File: src/rtl/dds_pkg.sv
// Shared widths and the per-instruction descriptor of the steering block.
package dds_pkg;
    localparam int LEN_W = 4;   // instruction length field width
    localparam int PFX_W = 3;   // prefix count field width
    localparam int NSLOT = 2;   // decode slots

    typedef struct packed {
        logic [LEN_W-1:0] len;
        logic [PFX_W-1:0] pfx;
        logic             x87;
        logic             cplx;
    } instr_t;
endpackage

File: src/rtl/dds_classify.sv
// Decides whether one instruction must take the microcode path.
// Assumes the length and prefix counts are already decoded by the marker logic.
module dds_classify
    import dds_pkg::*;
#(
    parameter int MAX_LEN = 8,
    parameter int MAX_PFX = 3
) (
    input  instr_t ins,
    output logic   needs_uc
);
    localparam int LEN_CMP_W = LEN_W + 1;
    localparam int PFX_CMP_W = PFX_W + 1;

    // Oversized, heavily prefixed or flagged-complex goes to microcode.
    always_comb begin
        needs_uc = ins.cplx
                 | (LEN_CMP_W'(ins.len) > LEN_CMP_W'(MAX_LEN))
                 | (PFX_CMP_W'(ins.pfx) > PFX_CMP_W'(MAX_PFX));
    end
endmodule

File: src/rtl/dds_uc_timer.sv
// Counts the extra cycles of a microcode transfer and reports busy meanwhile.
// Assumes start is only pulsed while not busy.
module dds_uc_timer #(
    parameter int DELAY = 2
) (
    input  logic clk,
    input  logic rst_n,
    input  logic start,
    output logic busy
);
    localparam int CW = (DELAY < 1) ? 1 : $clog2(DELAY + 1);

    logic [CW-1:0] cnt;

    // Load the delay on a transfer, then count down to idle.
    always_ff @(posedge clk) begin
        if (!rst_n)           cnt <= '0;
        else if (start)       cnt <= CW'(DELAY);
        else if (cnt != '0)   cnt <= cnt - 1'b1;
    end

    // Busy while any delay cycles remain.
    always_comb busy = (cnt != '0);

    a_r7_start_only_idle: assert property (@(posedge clk) disable iff (!rst_n)
        start |-> !busy);
    a_r7_busy_after_start: assert property (@(posedge clk) disable iff (!rst_n)
        start |=> busy);
    a_r7_count_bounded: assert property (@(posedge clk) disable iff (!rst_n)
        cnt <= CW'(DELAY));
endmodule

File: src/rtl/dds_pair.sv
// Issue pairing: picks which slots go to the decoders this cycle.
// Assumes slot 0 is older than slot 1 and that a held slot 1 is re-presented in slot 0.
module dds_pair
    import dds_pkg::*;
(
    input  logic             clk,
    input  logic             rst_n,
    input  logic [NSLOT-1:0] valid,
    input  logic [NSLOT-1:0] needs_uc,
    input  logic [NSLOT-1:0] x87,
    input  logic             busy,
    output logic [NSLOT-1:0] dec_valid,
    output logic             ucode_req
);
    logic head_go;
    logic pair_ok;

    // Slot 0 goes when present and no delay is running; slot 1 only beside a direct slot 0.
    always_comb begin
        head_go      = valid[0] & ~busy;
        pair_ok      = ~needs_uc[0] & valid[1] & ~needs_uc[1] & ~(x87[0] & x87[1]);
        dec_valid[0] = head_go;
        dec_valid[1] = head_go & pair_ok;
        ucode_req    = head_go & needs_uc[0];
    end

    a_r9_slot1_needs_head: assert property (@(posedge clk) disable iff (!rst_n)
        dec_valid[1] |-> dec_valid[0]);
    a_r6_slot1_direct_only: assert property (@(posedge clk) disable iff (!rst_n)
        dec_valid[1] |-> !needs_uc[1]);
    a_r8_one_x87: assert property (@(posedge clk) disable iff (!rst_n)
        dec_valid[1] |-> !(x87[0] && x87[1]));
    a_r10_uc_alone: assert property (@(posedge clk) disable iff (!rst_n)
        ucode_req |-> (dec_valid == 2'b01));
endmodule

File: src/rtl/dual_decode_steer.sv
// Top of the steering block: classifies both slots, pairs them and runs the
// microcode delay. Assumes the queue pops as many head entries as dec_valid bits set.
module dual_decode_steer
    import dds_pkg::*;
#(
    parameter int MAX_LEN  = 8,
    parameter int MAX_PFX  = 3,
    parameter int UC_DELAY = 2
) (
    input  logic             clk,
    input  logic             rst_n,
    input  logic [1:0]       in_valid,
    input  logic [LEN_W-1:0] s0_len,
    input  logic [PFX_W-1:0] s0_pfx,
    input  logic             s0_x87,
    input  logic             s0_cplx,
    input  logic [LEN_W-1:0] s1_len,
    input  logic [PFX_W-1:0] s1_pfx,
    input  logic             s1_x87,
    input  logic             s1_cplx,
    output logic [1:0]       dec_valid,
    output logic             ucode_req,
    output logic             q_stall
);
    instr_t           slot [NSLOT];
    logic [NSLOT-1:0] uc_need;
    logic [NSLOT-1:0] x87_v;
    logic             busy;

    // Gather port fields into per-slot descriptors.
    always_comb begin
        slot[0] = '{len: s0_len, pfx: s0_pfx, x87: s0_x87, cplx: s0_cplx};
        slot[1] = '{len: s1_len, pfx: s1_pfx, x87: s1_x87, cplx: s1_cplx};
    end

    for (genvar g = 0; g < NSLOT; g++) begin : g_slot
        dds_classify #(.MAX_LEN(MAX_LEN), .MAX_PFX(MAX_PFX)) u_cls (
            .ins      (slot[g]),
            .needs_uc (uc_need[g])
        );
        assign x87_v[g] = slot[g].x87;
    end

    dds_pair u_pair (
        .clk       (clk),
        .rst_n     (rst_n),
        .valid     (in_valid),
        .needs_uc  (uc_need),
        .x87       (x87_v),
        .busy      (busy),
        .dec_valid (dec_valid),
        .ucode_req (ucode_req)
    );

    dds_uc_timer #(.DELAY(UC_DELAY)) u_tmr (
        .clk   (clk),
        .rst_n (rst_n),
        .start (ucode_req),
        .busy  (busy)
    );

    // The queue holds exactly while the microcode delay runs.
    always_comb q_stall = busy;

    a_r7_stall_follows_uc: assert property (@(posedge clk) disable iff (!rst_n)
        ucode_req |=> q_stall);
    a_r7_quiet_in_stall: assert property (@(posedge clk) disable iff (!rst_n)
        q_stall |-> (dec_valid == 2'b00 && !ucode_req));
    a_r1_out_of_reset_idle: assert property (@(posedge clk)
        !rst_n |=> !q_stall);
endmodule

File: config.mk
export PLATFORM = sky130hd
export DESIGN_NAME = dual_decode_steer
export DESIGN_NICKNAME = d
export VERILOG_FILES = /design/src/rtl/dds_pkg.sv /design/src/rtl/dds_classify.sv /design/src/rtl/dds_uc_timer.sv /design/src/rtl/dds_pair.sv /design/src/rtl/dual_decode_steer.sv
export SDC_FILE = /design/constraint.sdc
export NUM_CORES = 1
export LEC_CHECK = 0
export BUFFER_PORTS_ARGS = -buffer_cell sky130_fd_sc_hd__buf_2
export CAP_MARGIN = 25
export CORE_AREA = 3 3 40 42
export DETAILED_ROUTE_END_ITERATION = 8
export DIE_AREA = 0 0 43 45
export PLACE_DENSITY = 0.48
export SYNTH_ARGS = -nofsm -noshare
export SYNTH_HDL_FRONTEND = slang
export SYNTH_SLANG_ARGS = --single-unit
File: constraint.sdc
create_clock -name clk -period 1.1 [get_ports clk]
set_input_delay 0.11 -clock clk [delete_from_list [all_inputs] [get_ports clk]]
set_output_delay 0.11 -clock clk [all_outputs]
set_load 0.01 [all_outputs]
==> results.sh <==
export IMPL_yosys_area_share_xor_xnor=0
export IMPL_path_cells="buf_6 > o31a_1 > or3_1 > nor3_2 > buf_2"
export IMPL_yosysSeqAreaShare=0.288
export IMPL_hp_class="input pin to flip-flop"
export IMPL_cp_data_required_time_ns=0.99
export IMPL_hpwl_um=531
export IMPL_synth_top_cell_by_area="dfxtp_1"
export IMPL_clk_latency_ns=0.22
export IMPL_largest_register_ffs=2
export IMPL_slew_limit_headroom=0.839
export IMPL_synth_nets=38
export IMPL_tightest_slew_ns=0.240
export IMPL_rsz0062_at_grt="true"
export IMPL_ir_worst_vdd_uv=382
export IMPL_tritoncts="yes"
export IMPL_fin_ws_ns=-0.148
export IMPL_diodes=0
export IMPL_start_kind="input pin"
export IMPL_grt_start_max_net_pins=4
export IMPL_clock_fmax_ghz=0.801
export IMPL_powerDensity_mw_per_mm2=968
export IMPL_drt_pass1_iter_count=1
export IMPL_violations="negative setup slack"
export IMPL_hold_slack_ns=0.117
export IMPL_synthMuxAreaShare=0
export IMPL_min_from="rst_n"
export IMPL_skew_ns=0.00186
export IMPL_num_rows=13
export IMPL_timing_rr_end="u_tmr.cnt[1]"
export IMPL_outcome="finished with violations"
export IMPL_drt_wl_total_um=643
export IMPL_async_flop_share=0
export IMPL_port_buffers=21
export IMPL_syn_area_um2=139
export IMPL_critPathMaxStageDelay_ns=0.32
export IMPL_grt_pass1_wl_um=979
export IMPL_boundaryPins=26
export IMPL_antenna_found_initial=0
export IMPL_slew_viol_final=0
export IMPL_synth_adder_area_share=0
export IMPL_cp_startpoint="s0_len[0]"
export IMPL_tns_ns=-0.284
export IMPL_p_leak_nw=0.188
export IMPL_rrSetupSlack_ns=0.05
export IMPL_place_inst=54
export IMPL_worstPathMaxFanout=2
export IMPL_fillers=152
export IMPL_initial_core_util=0.108
export IMPL_drive_gt1_frac=0.795
export IMPL_die_w_um=43
export IMPL_min_period_ns=1.25
export IMPL_worstSetupPathType="input pin to primary output"
export IMPL_final_hold_viol_count=0
export IMPL_gr_total_overflow=0
export IMPL_cap_violations=0
export IMPL_fin_total_pwr_mw=0.354
export IMPL_crit_end="dec_valid[1]"
export IMPL_synthTopCellsByArea="dfxtp_1 29%, o31a_1 13%, nor3_2 7.2%"
export IMPL_ant_nets=0
export IMPL_synth_flop_cell="dfxtp_1"
export IMPL_cts_root_buf="clkbuf_4"
export IMPL_fin_nets=68
export IMPL_viasPerCell=3.98
export IMPL_fin_cells=59
export IMPL_first_global_vias=244
export IMPL_grtUsageTotal=0.0740
export IMPL_cts_sinks=2
export IMPL_r2r_cells=5
export IMPL_avgSynthCellArea_um2=8.68
export IMPL_setup_viol=3
export IMPL_synth_top_area_frac=0.288
export IMPL_slowest_stage="or3_1"
export IMPL_reg_top3="u_tmr.cnt: 2 flops"
export IMPL_wire_per_inst_um=10.9
export IMPL_largest_register="u_tmr.cnt"
export IMPL_numCtsBuffers=3
export IMPL_ys_types=14
export IMPL_die_h_um=45
export IMPL_postLayoutCellArea_um2=365
export IMPL_cts_buffer_depth=2
export IMPL_drc_errors=0
export IMPL_synth_cells=16
export IMPL_placed_area_um2=278
export IMPL_synthSimpleGateAreaFrac=0.351
export IMPL_gp_congestion=0.672
export IMPL_htreeDepth=1
export IMPL_clk_pin_slew_ns=0.03
export IMPL_end_kind="primary output"
export IMPL_synth_compound_area_share=0.306
export IMPL_synth_common_cells="2 x dfxtp_1, 2 x o31a_1"
export IMPL_synth_top_family_by_area="simple AND/OR/NAND/NOR gates"
export IMPL_area_growth_pct=163
export IMPL_synth_seq_cells=2
export IMPL_drtIter0Drc=0
export IMPL_period_share=1.13
export IMPL_crit_arrival_ns=1.14
export IMPL_yosys_warnings=0
export IMPL_vias=235
export IMPL_synth_edf_count=0
export IMPL_cts_hold_buffers=0
export IMPL_core_mm2=0.00128
export IMPL_worstReg2RegStart="u_tmr.cnt[0]"
export IMPL_die_area_mm2=0.00194
how the worst min path moves through the flow:
stage                               to  slack [ns]  cells after the start
after floorplan           u_tmr.cnt[1]        0.23                      1
after global placement    u_tmr.cnt[1]        0.34                      2
after detailed placement  u_tmr.cnt[1]        0.34                      2
after CTS                 u_tmr.cnt[1]        0.10                      2
after global routing      u_tmr.cnt[1]        0.13                      2
final                     u_tmr.cnt[1]        0.12                      2
cell families (layout without fill, tap and decap cells):
family | count (synthesis) | after routing
simple gates | 8 | 8
flops | 2 | 2
compound gates | 5 | 5
buf+inv | 1 | 29
final cells by class:
type,instances,area (µm²),area share
multi-input cells,13,106,0.291
flip-flops and latches,2,42.5,0.116
well taps,15,18.8,0.0514
clock buffers,3,22.5,0.0616
repair buffers,26,175,0.479
layout by cell type (no fill, tap or decap):
cell      netlist  routed
a211oi_1        1       1
and2_1          1       1
buf_2           0      17
buf_4           1       3
buf_6           0       6
clkbuf_4        0       3
dfxtp_2         0       2
nand2_1         1       1
nand3_1         1       1
nor2_1          1       1
nor3_2          1       1
nor3b_2         0       1
o21a_1          1       1
o31a_1          2       2
o31a_4          0       1
or2_4           0       1
or3_1           1       1
through the flow:
step	setup WS [ns]	util
3_3_place_gp	-0.134	0.216
5_1_grt	-0.230	0.284
3_5_place_dp	-0.146	0.216
2_1_floorplan	0.0383	-
6_report	-0.148	0.284
4_1_cts	-0.142	0.265
what timing repair did:
item / CTS / global route
pin swaps: 3 / 2
gates resized for setup: 8 / 3
setup endpoints to repair: 4 / 4
hold endpoints to repair: 0 / 0
gates cloned: 0 / 0
buffers inserted: 1 / 1
per-layer routing:
layer / track usage / part of all wire / vias up
met1: 0.0865 / 0.40 / 99
met4: 0.0723 / 0 / 0
met3: 0.0558 / 0.22 / 0
met2: 0.0808 / 0.38 / 19
met5: 0 / 0 / -
li1: - / - / 117
report_power, final:
group / internal, mW / leakage, nW / switching (mW) / total, mW
Clock: 0.120 / 0.0138 / 0.0388 / 0.159
Combinational: 0.0757 / 0.157 / 0.0370 / 0.113
Sequential: 0.0783 / 0.0172 / 0.00366 / 0.0819
critical path, delay by kind of cell:
family	cells	cell delay (ns)
AO/OA/AOI/OAI	1	0.30
buffers and inverters	2	0.24
AND/OR/NAND/NOR	2	0.49
Power figures use the tool's default switching activity.
